$ cat src/rtl/tap_pkg.sv
package tap_pkg;
  parameter int IR_W = 6;

  typedef enum logic [3:0] {
    ST_TLR, ST_RTI,
    ST_SEL_DR, ST_CAP_DR, ST_SHF_DR, ST_EX1_DR, ST_PAU_DR, ST_EX2_DR, ST_UPD_DR,
    ST_SEL_IR, ST_CAP_IR, ST_SHF_IR, ST_EX1_IR, ST_PAU_IR, ST_EX2_IR, ST_UPD_IR
  } tapState_e;

  typedef struct packed {
    logic captureIr;
    logic shiftIr;
    logic captureDr;
    logic shiftDr;
    logic selId;
    logic selBsr;
  } tapStrobe_t;

  localparam logic [IR_W-1:0] OP_IDCODE = 6'b000100;
  localparam logic [IR_W-1:0] OP_BYPASS = 6'b111111;
  localparam logic [IR_W-1:0] OP_EXTEST = 6'b011000;
  localparam logic [IR_W-1:0] OP_SAMPLE = 6'b011011;
  localparam logic [IR_W-1:0] OP_HIGHZ  = 6'b011110;
  localparam logic [IR_W-1:0] IR_CAPTURE = 6'b000001;
endpackage

$ cat src/rtl/tap_ctrl.sv
module tap_ctrl
  import tap_pkg::*;
#(
  parameter int W = IR_W
) (
  input  logic         tck,
  input  logic         trstN,
  input  logic         tms,
  input  logic [W-1:0] irParallel,
  output tapStrobe_t   strobe,
  output logic         bsrCapture,
  output logic         bsrShift,
  output logic         bsrUpdate,
  output logic         extestMode,
  output logic         globalHighZ,
  output logic         scanMode
);
  tapState_e stateQ, nextState;
  logic [W-1:0] instrQ;
  logic armQ, scanQ;
  logic selId, selBsr;

  always_comb begin
    nextState = stateQ;
    unique case (stateQ)
      ST_TLR:    nextState = tms ? ST_TLR    : ST_RTI;
      ST_RTI:    nextState = tms ? ST_SEL_DR : ST_RTI;
      ST_SEL_DR: nextState = tms ? ST_SEL_IR : ST_CAP_DR;
      ST_CAP_DR: nextState = tms ? ST_EX1_DR : ST_SHF_DR;
      ST_SHF_DR: nextState = tms ? ST_EX1_DR : ST_SHF_DR;
      ST_EX1_DR: nextState = tms ? ST_UPD_DR : ST_PAU_DR;
      ST_PAU_DR: nextState = tms ? ST_EX2_DR : ST_PAU_DR;
      ST_EX2_DR: nextState = tms ? ST_UPD_DR : ST_SHF_DR;
      ST_UPD_DR: nextState = tms ? ST_SEL_DR : ST_RTI;
      ST_SEL_IR: nextState = tms ? ST_TLR    : ST_CAP_IR;
      ST_CAP_IR: nextState = tms ? ST_EX1_IR : ST_SHF_IR;
      ST_SHF_IR: nextState = tms ? ST_EX1_IR : ST_SHF_IR;
      ST_EX1_IR: nextState = tms ? ST_UPD_IR : ST_PAU_IR;
      ST_PAU_IR: nextState = tms ? ST_EX2_IR : ST_PAU_IR;
      ST_EX2_IR: nextState = tms ? ST_UPD_IR : ST_SHF_IR;
      ST_UPD_IR: nextState = tms ? ST_SEL_DR : ST_RTI;
      default:   nextState = ST_TLR;
    endcase
  end

  always_ff @(posedge tck or negedge trstN) begin
    if (!trstN) begin
      stateQ <= ST_TLR;
      instrQ <= OP_IDCODE;
    end else begin
      stateQ <= nextState;
      if (nextState == ST_TLR) instrQ <= OP_IDCODE;
      else if (stateQ == ST_UPD_IR) instrQ <= irParallel;
    end
  end

  // boundary-scan mode entry: TMS must be low at the first edge after reset release
  always_ff @(posedge tck or negedge trstN) begin
    if (!trstN) begin
      armQ  <= 1'b1;
      scanQ <= 1'b0;
    end else if (armQ) begin
      armQ  <= 1'b0;
      scanQ <= !tms;
    end
  end

  assign selId  = (instrQ == OP_IDCODE);
  assign selBsr = (instrQ == OP_EXTEST) || (instrQ == OP_SAMPLE);

  assign strobe.captureIr = (stateQ == ST_CAP_IR);
  assign strobe.shiftIr   = (stateQ == ST_SHF_IR);
  assign strobe.captureDr = (stateQ == ST_CAP_DR);
  assign strobe.shiftDr   = (stateQ == ST_SHF_DR);
  assign strobe.selId     = selId;
  assign strobe.selBsr    = selBsr;

  assign bsrCapture  = selBsr && (stateQ == ST_CAP_DR);
  assign bsrShift    = selBsr && (stateQ == ST_SHF_DR);
  assign bsrUpdate   = selBsr && (stateQ == ST_UPD_DR);
  assign extestMode  = scanQ && (instrQ == OP_EXTEST);
  assign globalHighZ = scanQ && (instrQ == OP_HIGHZ);
  assign scanMode    = scanQ;

  assert_reset_instr_R2: assert property (@(posedge tck) disable iff (!trstN)
    (stateQ == ST_TLR) |-> (instrQ == OP_IDCODE));

  assert_instr_hold_R6: assert property (@(posedge tck) disable iff (!trstN)
    (stateQ != ST_UPD_IR && nextState != ST_TLR) |=> $stable(instrQ));

  assert_scan_entry_R10: assert property (@(posedge tck) disable iff (!trstN)
    $rose(scanQ) |-> !$past(tms));

  assert_scan_hold_R10: assert property (@(posedge tck) disable iff (!trstN)
    !armQ |=> $stable(scanQ));
endmodule

$ cat src/rtl/tap_datapath.sv
module tap_datapath
  import tap_pkg::*;
#(
  parameter int          W       = IR_W,
  parameter int          ID_W    = 32,
  parameter logic [31:0] ID_WORD = 32'h0B8D802F
) (
  input  logic         tck,
  input  logic         trstN,
  input  logic         tdi,
  input  logic         bsrTdo,
  input  tapStrobe_t   strobe,
  output logic [W-1:0] irParallel,
  output logic         tdo,
  output logic         tdoEn
);
  logic [W-1:0]    irShift;
  logic [ID_W-1:0] idShift;
  logic            bypassQ;
  logic            selBypass;
  logic            serialOut;
  logic            tdoQ, tdoEnQ;

  assign selBypass = !strobe.selId && !strobe.selBsr;

  always_ff @(posedge tck or negedge trstN) begin
    if (!trstN) begin
      irShift <= '0;
      idShift <= '0;
      bypassQ <= 1'b0;
    end else begin
      if (strobe.captureIr) irShift <= IR_CAPTURE;
      else if (strobe.shiftIr) irShift <= {tdi, irShift[W-1:1]};

      if (strobe.selId) begin
        if (strobe.captureDr) idShift <= ID_WORD;
        else if (strobe.shiftDr) idShift <= {tdi, idShift[ID_W-1:1]};
      end

      if (selBypass) begin
        if (strobe.captureDr) bypassQ <= 1'b0;
        else if (strobe.shiftDr) bypassQ <= tdi;
      end
    end
  end

  always_comb begin
    serialOut = 1'b0;
    if (strobe.shiftIr) serialOut = irShift[0];
    else if (strobe.shiftDr) begin
      if (strobe.selId) serialOut = idShift[0];
      else if (strobe.selBsr) serialOut = bsrTdo;
      else serialOut = bypassQ;
    end
  end

  always_ff @(negedge tck or negedge trstN) begin
    if (!trstN) begin
      tdoQ   <= 1'b0;
      tdoEnQ <= 1'b0;
    end else begin
      tdoQ   <= serialOut;
      tdoEnQ <= strobe.shiftIr || strobe.shiftDr;
    end
  end

  assign irParallel = irShift;
  assign tdo        = tdoQ;
  assign tdoEn      = tdoEnQ;

  assert_ir_capture_R3: assert property (@(posedge tck) disable iff (!trstN)
    strobe.captureIr |=> (irShift[1:0] == 2'b01));

  assert_tdo_quiet_R11: assert property (@(posedge tck) disable iff (!trstN)
    !tdoEn |-> !tdo);

  assert_bypass_capture_R4: assert property (@(posedge tck) disable iff (!trstN)
    (strobe.captureDr && selBypass) |=> !bypassQ);
endmodule

$ cat src/rtl/tap_instr_top.sv
module tap_instr_top
  import tap_pkg::*;
#(
  parameter logic [3:0]  ID_VERSION = 4'h0,
  parameter logic [15:0] ID_PART    = 16'hB8D8,
  parameter logic [10:0] ID_MAKER   = 11'h017
) (
  input  logic tck,
  input  logic trstN,
  input  logic tms,
  input  logic tdi,
  input  logic bsrTdo,
  output logic tdo,
  output logic tdoEn,
  output logic bsrCapture,
  output logic bsrShift,
  output logic bsrUpdate,
  output logic extestMode,
  output logic globalHighZ,
  output logic scanMode
);
  localparam logic [31:0] ID_WORD = {ID_VERSION, ID_PART, ID_MAKER, 1'b1};

  tapStrobe_t      strobe;
  logic [IR_W-1:0] irParallel;

  tap_ctrl #(.W(IR_W)) ctrl_i (
    .tck(tck), .trstN(trstN), .tms(tms), .irParallel(irParallel),
    .strobe(strobe), .bsrCapture(bsrCapture), .bsrShift(bsrShift),
    .bsrUpdate(bsrUpdate), .extestMode(extestMode),
    .globalHighZ(globalHighZ), .scanMode(scanMode)
  );

  tap_datapath #(.W(IR_W), .ID_W(32), .ID_WORD(ID_WORD)) dp_i (
    .tck(tck), .trstN(trstN), .tdi(tdi), .bsrTdo(bsrTdo), .strobe(strobe),
    .irParallel(irParallel), .tdo(tdo), .tdoEn(tdoEn)
  );
endmodule

$ cat config.mk
export PLATFORM = sky130hd
export DESIGN_NAME = tap_instr_top
export DESIGN_NICKNAME = d
export VERILOG_FILES = /design/src/rtl/tap_pkg.sv /design/src/rtl/tap_ctrl.sv /design/src/rtl/tap_datapath.sv /design/src/rtl/tap_instr_top.sv
export SDC_FILE = /design/constraint.sdc
export NUM_CORES = 1
export LEC_CHECK = 0
export BUFFER_PORTS_ARGS = -buffer_cell sky130_fd_sc_hd__buf_2
export CORE_MARGIN = 2
export CORE_UTILIZATION = 45
export DETAILED_ROUTE_END_ITERATION = 6
export PLACE_DENSITY = 0.62
export REMOVE_ABC_BUFFERS = 1
export SYNTH_ARGS = -nofsm -noshare
export SYNTH_HDL_FRONTEND = slang
export SYNTH_SLANG_ARGS = --single-unit
$ cat constraint.sdc
create_clock -name tck -period 2 [get_ports tck]
set_input_delay 0.2 -clock tck [delete_from_list [all_inputs] [get_ports tck]]
set_output_delay 0.2 -clock tck [all_outputs]
set_load 0.03 [all_outputs]
==> results by group, run 1 <==
Logic synthesis
  – Synth Instances: 268
  – Top post-synthesis cells by area: dfrtp_1 49%, nand2_1 12%, o21ai_2 9.8%, buf_6 3.1%, nor2_1 3.0%
  – Top-count cell post-synth: nand2_1
  – Synth top cells by count: 80 x nand2_1, 49 x dfrtp_1, 28 x o21ai_2, 20 x nor2_1
  – Yosys top cell area share: 0.4890
  – Post-Syn Area: 2507 sq um
  – Fraction of registers with async set/reset: 1.000
  – Synth Flop Type: dfrtp_1
  – Sequential fraction of the synthesis area: 0.5299
  – Syn avg cell area: roughly 9.4 sq um
  – Post-synth EDFFs: 0
  – Post-synth top area cell: dfrtp_1
  – Yosys reg bits: 53
  – Synth warnings: 0
  – Synth cell types: 37

Clock network
  – Clk buf depth: 2
  – Clock root buffer: clkbuf_8
  – Clock slew at reported path FFs: 0.09 ns
  – CTS hold repair buffers: 0
  – Inserted Clock Buffers: 5
  – Worst skew pair latency: 0.30 ns
  – H-tree depth: 2
  – Clock Sinks: 53
  – CTS tree: done

Floorplanning
  – Initial Utilization: 0.4610
  – Core area: roughly 5400 sq um
  – Die area: between 6000 and 7000 sq um
  – Chip height: between 70 and 80 um
  – Io pins: 13
  – Chip Width: approximately 79 um
  – Std cell rows: 27

Routing
  – Number of vias per cell: 5.312
  – Number of remaining DRC errors: 0
  – Routed length per instance: about 14 um
  – DRT iter0 DRCs: 137
  – Routed via count: slightly below 2,000
  – Routed Antenna Nets: 0
  – Initial DRT Pass Iterations: 5
  – Total routed wirelength: roughly 5.3 mm

Min path
  – Hold crit path type: in -> async

GRT
  – First-pass GRT wire length: slightly above 8 mm
  – Vias in the first global route: 1,710
  – Initial antenna violation count: 0
  – Tot GR Track Use: 0.1686
  – Largest net degree at the start of global routing: between 60 and 70
  – Total grt overflow: 0

STA
  – Clock Skews: 0.005904 ns
  – Hold Fails Final Rpt: 0
  – Setup slack after layout: -0.2692 ns
  – Slew @ Worst Pin: around 0.64 ns
  – RSZ-0062 raised after global routing: true
  – Hold slack: 0.09238 ns
  – Final setup vio count: 4
  – Setup total negative slack: -0.5219 ns
  – Relative slew slack: 0.5754
  – Final Slew Violations: 0

Critical path
  – Crit path kind: reg -> reg
  – R2r endpoint: dp_i.tdo
  – Slowest stage delay, CP: about 0.55 ns
  – Worst path cell trace: nor2_1, nand4_1, mux2i_1, a211o_1, nand2_1
  – CP top delay family: flip-flops
  – CP max FO: 3
  – R2R Setup Slk: -0.27 ns
  – CP bufs+invs: 0
  – Endpoint type of the worst setup path: flop
  – Worst setup path start: ctrl_i.instrQ[2]
  – FF-to-FF path depth: 5
  – Critical Path RT: 1.16 ns
  – CP max stage cell: dfstp_2
  – CP startpoint kind: flop
  – WP data arrival: between 1 and 1.5 ns
  – R2r startpoint: ctrl_i.instrQ[2]

Pwr
  – Leak: approximately 1.3 nW
  – Pint: ~2.7 mW
  – Clock network power share: 0.126
  – Switching Fraction: 0.4125
  – Sequential power share: 0.357
  – Psw: about 1.9 mW
  – Pwr/cell area: about 1500 nW/um^2
  – Combinational share of power: 0.516
  – VDD IR max: approximately 0.00082 V

Placement
  – Final Wtd Congestion: slightly above 0.8
  – Post-DP Area: about 2700 sq um
  – Final HPWL DP: between 3 and 4 mm
  – PortBufs: 12

Status
  – Violated checks: negative setup slack
  – Outcome: complete, but fails checks

Cells and area
  – Layout cells sized above 1: 0.3033
  – Final instance area: approximately 3000 sq um
  – Antenna Cells: 0
  – Synth-to-layout area growth: 19.76%
  – Filler cells: 493
  – Nets: between 300 and 400

Run
  – Max cap viols: 0
-- through the flow --
| step | cells | util | setup slack, ns | total power, mW |
|---|---|---|---|---|
| floorplan | 249 | - | -0.9707 | 2.930 |
| finish | 372 | 0.5521 | -0.2692 | 4.636 |
| detailed placement | 354 | 0.4962 | -0.3136 | 3.621 |
| global route | 372 | 0.5521 | -0.3860 | 4.984 |
| CTS | 365 | 0.5227 | -0.2701 | 4.298 |
| global placement | 354 | 0.4962 | -0.3129 | 3.564 |
-- routing by layer --
metal / global-route usage / up-vias / part of all wire
met5: 0 / - / 0
met4: 0.05263 / 0 / 0.014
met3: 0.03563 / 8 / 0.029
met2: 0.2692 / 25 / 0.51
met1: 0.2299 / 982 / 0.45
li1: - / 961 / -
-- power by group through the flow --
| stage | registers, mW | logic, mW | clock network, mW |
|---|---|---|---|
| after global placement | 1.64 | 1.92 | 0 |
| after floorplan | 1.75 | 1.18 | 0 |
| after global routing | 1.70 | 2.63 | 0.650 |
| after detailed placement | 1.65 | 1.97 | 0 |
| after CTS | 1.64 | 2.04 | 0.610 |
| final | 1.66 | 2.39 | 0.586 |
-- cells by family after synthesis --
| kind of cell | Yosys count | share of synthesized area |
|---|---|---|
| DFF | 53 | 0.5299 |
| AOI/OAI and AO/OA | 61 | 0.1762 |
| and+or+nand+nor | 126 | 0.2196 |
| xor gates and xnor gates | 2 | 0.006987 |
| muxes | 2 | 0.007984 |
| buffers and inverters | 23 | 0.05788 |
| other | 1 | 0.001496 |
-- sequential cells by signal (all words and copies together), names as in the netlist --
name             cells
ctrl_i.scanMode      1
dp_i.tdoEn           1
ctrl_i.instrQ        6
dp_i.tdo             1
dp_i.bypassQ         1
ctrl_i.armQ          1
ctrl_i.stateQ        4
dp_i.irParallel      6
dp_i.idShift        32
-- placed cells by master, fill, tap and decap left out, types with 5 or more instances in the layout --
master    instances
buf_6             6
nor2_1           18
o21ai_2          29
nor3_1            6
o21ai_0           9
dfrtp_1          48
nand2_1          80
clkbuf_8          5
buf_2             7
a21oi_1          10
buf_4            25
-- area by class of cell --
type | count | area (sq um) | area share
Multi-Input combinational cell | 192 | 1081 | 0.3600
Clock inverter | 1 | 7.507 | 0.002500
Inverter | 4 | 15.01 | 0.005000
Clock buffer | 7 | 76.32 | 0.02542
Tap cell | 72 | 90.09 | 0.03000
Timing Repair Buffer | 43 | 402.9 | 0.1342
Sequential cell | 53 | 1330 | 0.4429
-- how the worst max path moves through the flow --
stage                       endpoint  cells past startpoint
finish                      dp_i.tdo                      5
floorplan           dp_i.idShift[10]                      5
global placement            dp_i.tdo                      5
CTS                         dp_i.tdo                      5
detailed placement          dp_i.tdo                      5
global route                dp_i.tdo                      5
-- repair_timing --
item,4_1_cts,5_1_grt
gates cloned,0,3
pin swaps,6,2
setup buffers,3,4
gates resized for setup,12,16
endpoints found under the setup margin,5,20
No activity file was read; power rests on OpenSTA's default activity.
==> inputs of run 2 (changes only) <==
Settings changed: ABC_CLOCK_PERIOD_IN_PS from default to 2000, CORE_UTILIZATION 45 to 40, PLACE_DENSITY 0.62 to 0.56.
==> run 2 against run 1 <==
Effect of this change:
- the flow still finishes with violations (negative setup slack)
- critical endpoint unchanged
- largest power group unchanged
- combinational power is 28% higher
- total power up 16%
- sequential power about the same
- critical path depth unchanged
- via count is 2.6% higher
- clock power up 6.1%
- clock skew rose by 0.00086 ns
- non-clock buffer count up 15
- sequential cell count unchanged
- hold slack lost 0.010 ns
==> results by group, run 2 (synthesis results as in run 1) <==
Floorplanning
  – Chip height: 83.18 um (+5.8%)
  – Std cell rows: 28 (+3.7%)
  – Chip Width: 83.18 um (+5.8%)
  – Core area: 5991 sq um (+10%)
  – Die area: 6918 sq um (+12%)
  – Io pins: 13 (unchanged)
  – Initial Utilization: 0.4185 (-0.04246)

Clock network
  – CTS hold repair buffers: 0 (unchanged)
  – Clock root buffer: clkbuf_8
  – Clk buf depth: 2 (unchanged)
  – Worst skew pair latency: 0.31 ns (about the same)
  – H-tree depth: 2 (unchanged)
  – Clock slew at reported path FFs: 0.10 ns (about the same)
  – CTS tree: done
  – Inserted Clock Buffers: 5 (unchanged)
  – Clock Sinks: 53 (unchanged)

STA
  – Final Slew Violations: 0 (unchanged)
  – Setup slack after layout: -0.2861 ns (-0.01682 ns)
  – Final setup vio count: 38 (+34)
  – Clock Skews: 0.006769 ns (+0.0008648 ns)
  – Setup total negative slack: -3.366 ns (-2.845 ns)
  – RSZ-0062 raised after global routing: true
  – Hold slack: 0.08195 ns (-0.01044 ns)
  – Hold Fails Final Rpt: 0 (unchanged)
  – Slew @ Worst Pin: 0.6477 ns (+0.01072 ns)
  – Relative slew slack: 0.5682 (-0.007146)

Critical path
  – R2R Setup Slk: -0.29 ns (-0.02 ns)
  – Worst setup path start: ctrl_i.instrQ[2]
  – R2r startpoint: ctrl_i.instrQ[2]
  – FF-to-FF path depth: 5 (unchanged)
  – Crit path kind: reg -> reg
  – Critical Path RT: 1.16 ns (about the same)
  – R2r endpoint: dp_i.tdo
  – CP max FO: 3 (unchanged)
  – CP startpoint kind: flop
  – WP data arrival: 1.45 ns (+0.02 ns)
  – Critical path endpoint: dp_i.tdo
  – Endpoint type of the worst setup path: flop

Routing
  – DRT iter0 DRCs: 93 (-32%)
  – Routed via count: 2,027 (+2.6%)
  – Total routed wirelength: 5.712 mm (+7.0%)
  – Number of remaining DRC errors: 0 (unchanged)
  – Routed Antenna Nets: 0 (unchanged)
  – Number of vias per cell: 5.184 (-2.4%)
  – Initial DRT Pass Iterations: 4 (-1)
  – Routed length per instance: 14.61 um (+1.8%)

Cells and area
  – Final core occ: 0.5616 (+0.009507)
  – Antenna Cells: 0 (unchanged)
  – Filler cells: 526 (+6.7%)
  – Layout cells sized above 1: 0.4494 (+0.1460)
  – Max FFs per register: 32 (unchanged)
  – Commonest non-fill, non-tap cell in the layout: nand2_1
  – Final instance area: 3364 sq um (+12%)
  – Non-Filler Instances: 391 (+5.1%)
  – Nets: 320 (+5.3%)
  – Most flops, register: dp_i.idShift
  – Synth-to-layout area growth: 34.18%
  – Most frequent cells in the layout: 53 x nand2_1, 49 x dfrtp_1, 31 x o21ai_2

GRT
  – Global routing usage on met3: 0.02783 (-0.007799)
  – First-pass GRT wire length: 8.921 mm (+8.6%)
  – Met2 usage: 0.2390 (-0.03023)
  – Tot GR Track Use: 0.1574 (-0.01115)
  – GRT Max-Usage Layer: met2
  – GR Util met1: 0.2288 (-0.001065)
  – Vias in the first global route: 1,847 (+8.0%)
  – Total grt overflow: 0 (unchanged)
  – Largest net degree at the start of global routing: 52 (-20%)
  – Initial antenna violation count: 0 (unchanged)

Placement
  – Final HPWL DP: 3.127 mm (-0.58%)
  – Post-DP Area: 2715 sq um (+0.60%)
  – PortBufs: 12 (unchanged)
  – Place WS: -0.3593 ns (-0.04572 ns)
  – Final Wtd Congestion: 0.7768 (-5.3%)
  – Placed cell count: 357 (+0.85%)

Status
  – Outcome: complete, but fails checks
  – Violated checks: negative setup slack

Pwr
  – Total power: 5.379 mW (+16%)
  – Leak: 1.501 nW (+12%)
  – VDD IR max: 0.0009155 V (+12%)
  – Pwr/cell area: 1599 nW/um^2 (+3.6%)

Min path
  – Hold crit path type: in -> async

Run
  – Max cap viols: 0 (unchanged)
[run 2: cell types whose count changed in the layout (fill, tap and decap cells not counted), sizes merged]
cell	change
buf	+13
a21o	+1
clkinv	+1
inv	+1
[run 2: cell type report]
| class | count | area [sq um] | share of cell area |
|---|---|---|---|
| clock buffer | 5 | 68.82 | 0.02045 |
| clock inverter | 3 | 21.27 | 0.006322 |
| sequential | 53 | 1329 | 0.3949 |
| timing repair buffer | 58 | 589.3 | 0.1752 |
| inverter | 4 | 15.01 | 0.004463 |
| multi-input combinational | 193 | 1247 | 0.3708 |
| tap | 75 | 93.84 | 0.02789 |
[run 2: repair_timing]
| action | CTS | global route |
|---|---|---|
| buffers inserted | 10 | 10 |
| setup endpoints to repair | 5 | 42 |
| resized for setup | 29 | 55 |
| gates cloned | 2 | 7 |
| pin swaps | 8 | 32 |
[run 2: worst min path at each step]
stage	from	endpoint	slack, ns	cells after the start
3_3_place_gp	trstN	dp_i.idShift[14]	0.46	2
3_5_place_dp	trstN	dp_i.idShift[16]	0.46	2
2_1_floorplan	trstN	ctrl_i.instrQ[0]	-0.1	0
5_1_grt	trstN	dp_i.idShift[16]	0.14	2
4_1_cts	trstN	dp_i.irParallel[5]	0.12	2
6_report	trstN	dp_i.idShift[16]	0.08	2
[run 2: where the power goes]
group / switching, mW / internal, mW / leakage, nW / total, mW
logic: 1.61 / 1.46 / 0.752 / 3.06
clock network: 0.373 / 0.249 / 0.0445 / 0.622
registers: 0.260 / 1.43 / 0.705 / 1.69
[run 2: per-layer routing]
metal,vias to the layer above,part of all wire
met5,-,0
met4,0,0.012
met3,5,0.023
met2,18,0.49
met1,1004,0.48
li1,1000,-
[run 2: worst max-delay path: stages (launching register included)]
cell and delay [ns]:
dfstp_2 0.56, nor2_1 0.04, nand4_1 0.13, mux2i_1 0.22
a211o_1 0.15, nand2_1 0.05
==> inputs of run 3 (changes only) <==
Settings changed: CORE_ASPECT_RATIO from default to 1.75.
==> run 3 against run 2 <==
Effect of this change:
- the run still ends with negative setup slack left
- sequential power shrank 2%
- combinational power shrank 27%
- first-iteration DRC count shrank 47%
- cell area shrank 12%
- die area grew 0.36%
- sequential cell count is the same
- total power shrank 17%
- sequential share of layout area grew 5.4 points
- via count shrank 6.5%
- worst setup slack lost 0.0065 ns
- hold slack gained 0.086 ns
- clock power shrank 4.3%
==> results by group, run 3 (synthesis results as in run 1) <==
Critical path
  – CP max stage cell: dfstp_2
  – Worst setup path start: ctrl_i.instrQ[2]
  – Critical path endpoint: dp_i.tdo
  – Slowest stage delay, CP: 0.55 ns (about the same)
  – Endpoint type of the worst setup path: flop
  – R2r endpoint: dp_i.tdo
  – R2R Setup Slk: -0.29 ns (about the same)
  – R2r startpoint: ctrl_i.instrQ[2]
  – Critical Path RT: 1.16 ns (about the same)
  – CP Depth: 5 (unchanged)
  – WP data arrival: 1.45 ns (about the same)
  – CP top delay family: flip-flops
  – CP bufs+invs: 0 (unchanged)
  – CP startpoint kind: flop
  – FF-to-FF path depth: 5 (unchanged)
  – Crit path kind: reg -> reg
  – CP max FO: 3 (unchanged)
  – Worst path cell trace: nor4b_4, nand2_2, nor2_2, a211o_1, nand2_1

STA
  – Clock Skews: 0.006829 ns (+0.00005945 ns)
  – Setup total negative slack: -0.5313 ns (+2.835 ns)
  – Hold Fails Final Rpt: 0 (unchanged)
  – Setup slack after layout: -0.2926 ns (-0.006501 ns)
  – RSZ-0062 raised after global routing: true
  – Hold slack: 0.1675 ns (+0.08560 ns)
  – Final setup vio count: 4 (-89%)
  – Final Slew Violations: 0 (unchanged)

Cells and area
  – Most frequent cells in the layout: 79 x nand2_1, 49 x dfrtp_1, 28 x o21ai_2
  – Filler cells: 588 (+12%)
  – Synth-to-layout area growth: 18.11%
  – Nets: 302 (-5.6%)
  – Layout cells sized above 1: 0.2953 (-0.1541)
  – Commonest non-fill, non-tap cell in the layout: nand2_1
  – Max FFs per register: 32 (unchanged)
  – Antenna Cells: 0 (unchanged)
  – Most flops, register: dp_i.idShift

Min path
  – Hold crit path type: in -> reg

Clock network
  – H-tree depth: 2 (unchanged)
  – Clock Sinks: 53 (unchanged)
  – Inserted Clock Buffers: 5 (unchanged)
  – CTS tree: done
  – Clock slew at reported path FFs: 0.09 ns (about the same)
  – Worst skew pair latency: 0.31 ns (about the same)
  – Clock root buffer: clkbuf_8
  – Clk buf depth: 2 (unchanged)

Routing
  – Routed Antenna Nets: 0 (unchanged)
  – Initial DRT Pass Iterations: 4 (unchanged)
  – Routed via count: 1,895 (-6.5%)
  – Routed length per instance: 13.13 um (-10%)
  – DRT iter0 DRCs: 49 (-47%)
  – Total routed wirelength: 4.964 mm (-13%)
  – Number of vias per cell: 5.013 (-3.3%)
  – Number of remaining DRC errors: 0 (unchanged)

GRT
  – Vias in the first global route: 1,893 (+2.5%)
  – Total grt overflow: 0 (unchanged)
  – Initial antenna violation count: 0 (unchanged)
  – First-pass GRT wire length: 8.804 mm (-1.3%)
  – Tot GR Track Use: 0.1632 (+0.005838)
  – Largest net degree at the start of global routing: 36 (-31%)

Floorplanning
  – Io pins: 13 (unchanged)
  – Chip Width: 63.85 um (-23%)
  – Die area: 6943 sq um (+0.36%)
  – Std cell rows: 38 (+36%)
  – Chip height: 108.7 um (+31%)
  – Core area: 6133 sq um (+2.4%)
  – Initial Utilization: 0.4088 (-0.009734)

Pwr
  – VDD IR max: 0.0007202 V (-21%)
  – Pwr/cell area: 1507 nW/um^2 (-5.7%)
  – Leak: 1.313 nW (-13%)

Run
  – Max cap viols: 0 (unchanged)

Placement
  – PortBufs: 12 (unchanged)
  – Final Wtd Congestion: 0.7190 (-7.4%)
  – Final HPWL DP: 3.514 mm (+12%)

Status
  – Outcome: complete, but fails checks
  – Violated checks: negative setup slack
[run 3: cell count changes in the layout (fill, tap and decap cells not counted), sizes merged]
cell | before | now
clkbuf | 9 | 7
a21o | 2 | 1
dlygate4sd3 | 0 | 1
buf | 54 | 40
clkinv | 1 | 0
inv | 5 | 4
[run 3: report_power, final]
| part | switching, mW | leakage [nW] | total (mW) | internal [mW] |
|---|---|---|---|---|
| registers | 0.215 | 0.705 | 1.65 | 1.43 |
| clock network | 0.347 | 0.0385 | 0.595 | 0.249 |
| logic | 1.29 | 0.570 | 2.22 | 0.930 |
[run 3: worst register-to-register path, stage by stage (launching register included)]
cell     delay (ns)
dfstp_2        0.55
nor4b_4        0.19
nand2_2        0.12
nor2_2         0.14
a211o_1        0.10
nand2_1        0.05
[run 3: layout make-up]
type | instances | area [sq um] | share of cell area
clock buffer | 7 | 76.32 | 0.02577
timing repair buffer | 41 | 340.3 | 0.1149
sequential | 53 | 1329 | 0.4487
clock inverter | 1 | 7.507 | 0.002535
inverter | 4 | 15.01 | 0.005070
tap | 80 | 100.1 | 0.03380
multi-input combinational | 192 | 1094 | 0.3692
[run 3: repair_timing]
action | CTS | global route
setup endpoints to repair | 6 | 11
hold endpoints to repair | 3 | 0
setup buffers | 3 | 5
hold buffers | 1 | 0
pin swaps | 2 | 7
resized for setup | 15 | 11
[run 3: worst min path at each step]
| stage | from | end | slack [ns] | cells after the start |
|---|---|---|---|---|
| 6_report | tdi | dp_i.irParallel[5] | 0.17 | 3 |
| 5_1_grt | tdi | dp_i.irParallel[5] | 0.19 | 3 |
| 4_1_cts | tdi | dp_i.irParallel[5] | 0.16 | 3 |
| 3_5_place_dp | trstN | dp_i.idShift[8] | 0.05 | 1 |
| 3_3_place_gp | trstN | dp_i.idShift[12] | 0.05 | 1 |
| 2_1_floorplan | trstN | ctrl_i.instrQ[0] | -0.1 | 0 |
[run 3: through the flow]
step	utilization	std cells	instance area [sq um]	total power, mW	setup slack, ns
2_1_floorplan	-	249	2377	2.930	-0.9707
3_3_place_gp	0.4461	364	2736	3.614	-0.3161
3_5_place_dp	0.4461	364	2736	3.660	-0.3288
4_1_cts	0.4741	376	2908	4.405	-0.2633
5_1_grt	0.4829	378	2962	4.846	-0.3993
6_report	0.4829	378	2962	4.465	-0.2926
[run 3: metal layers]
metal  track usage  wire [um]  vias up
li1              -          -      962
met2        0.2969       2728       14
met1        0.1844       2036      912
met5             0          0        -
met4       0.07919        109        0
met3       0.02270         89        7
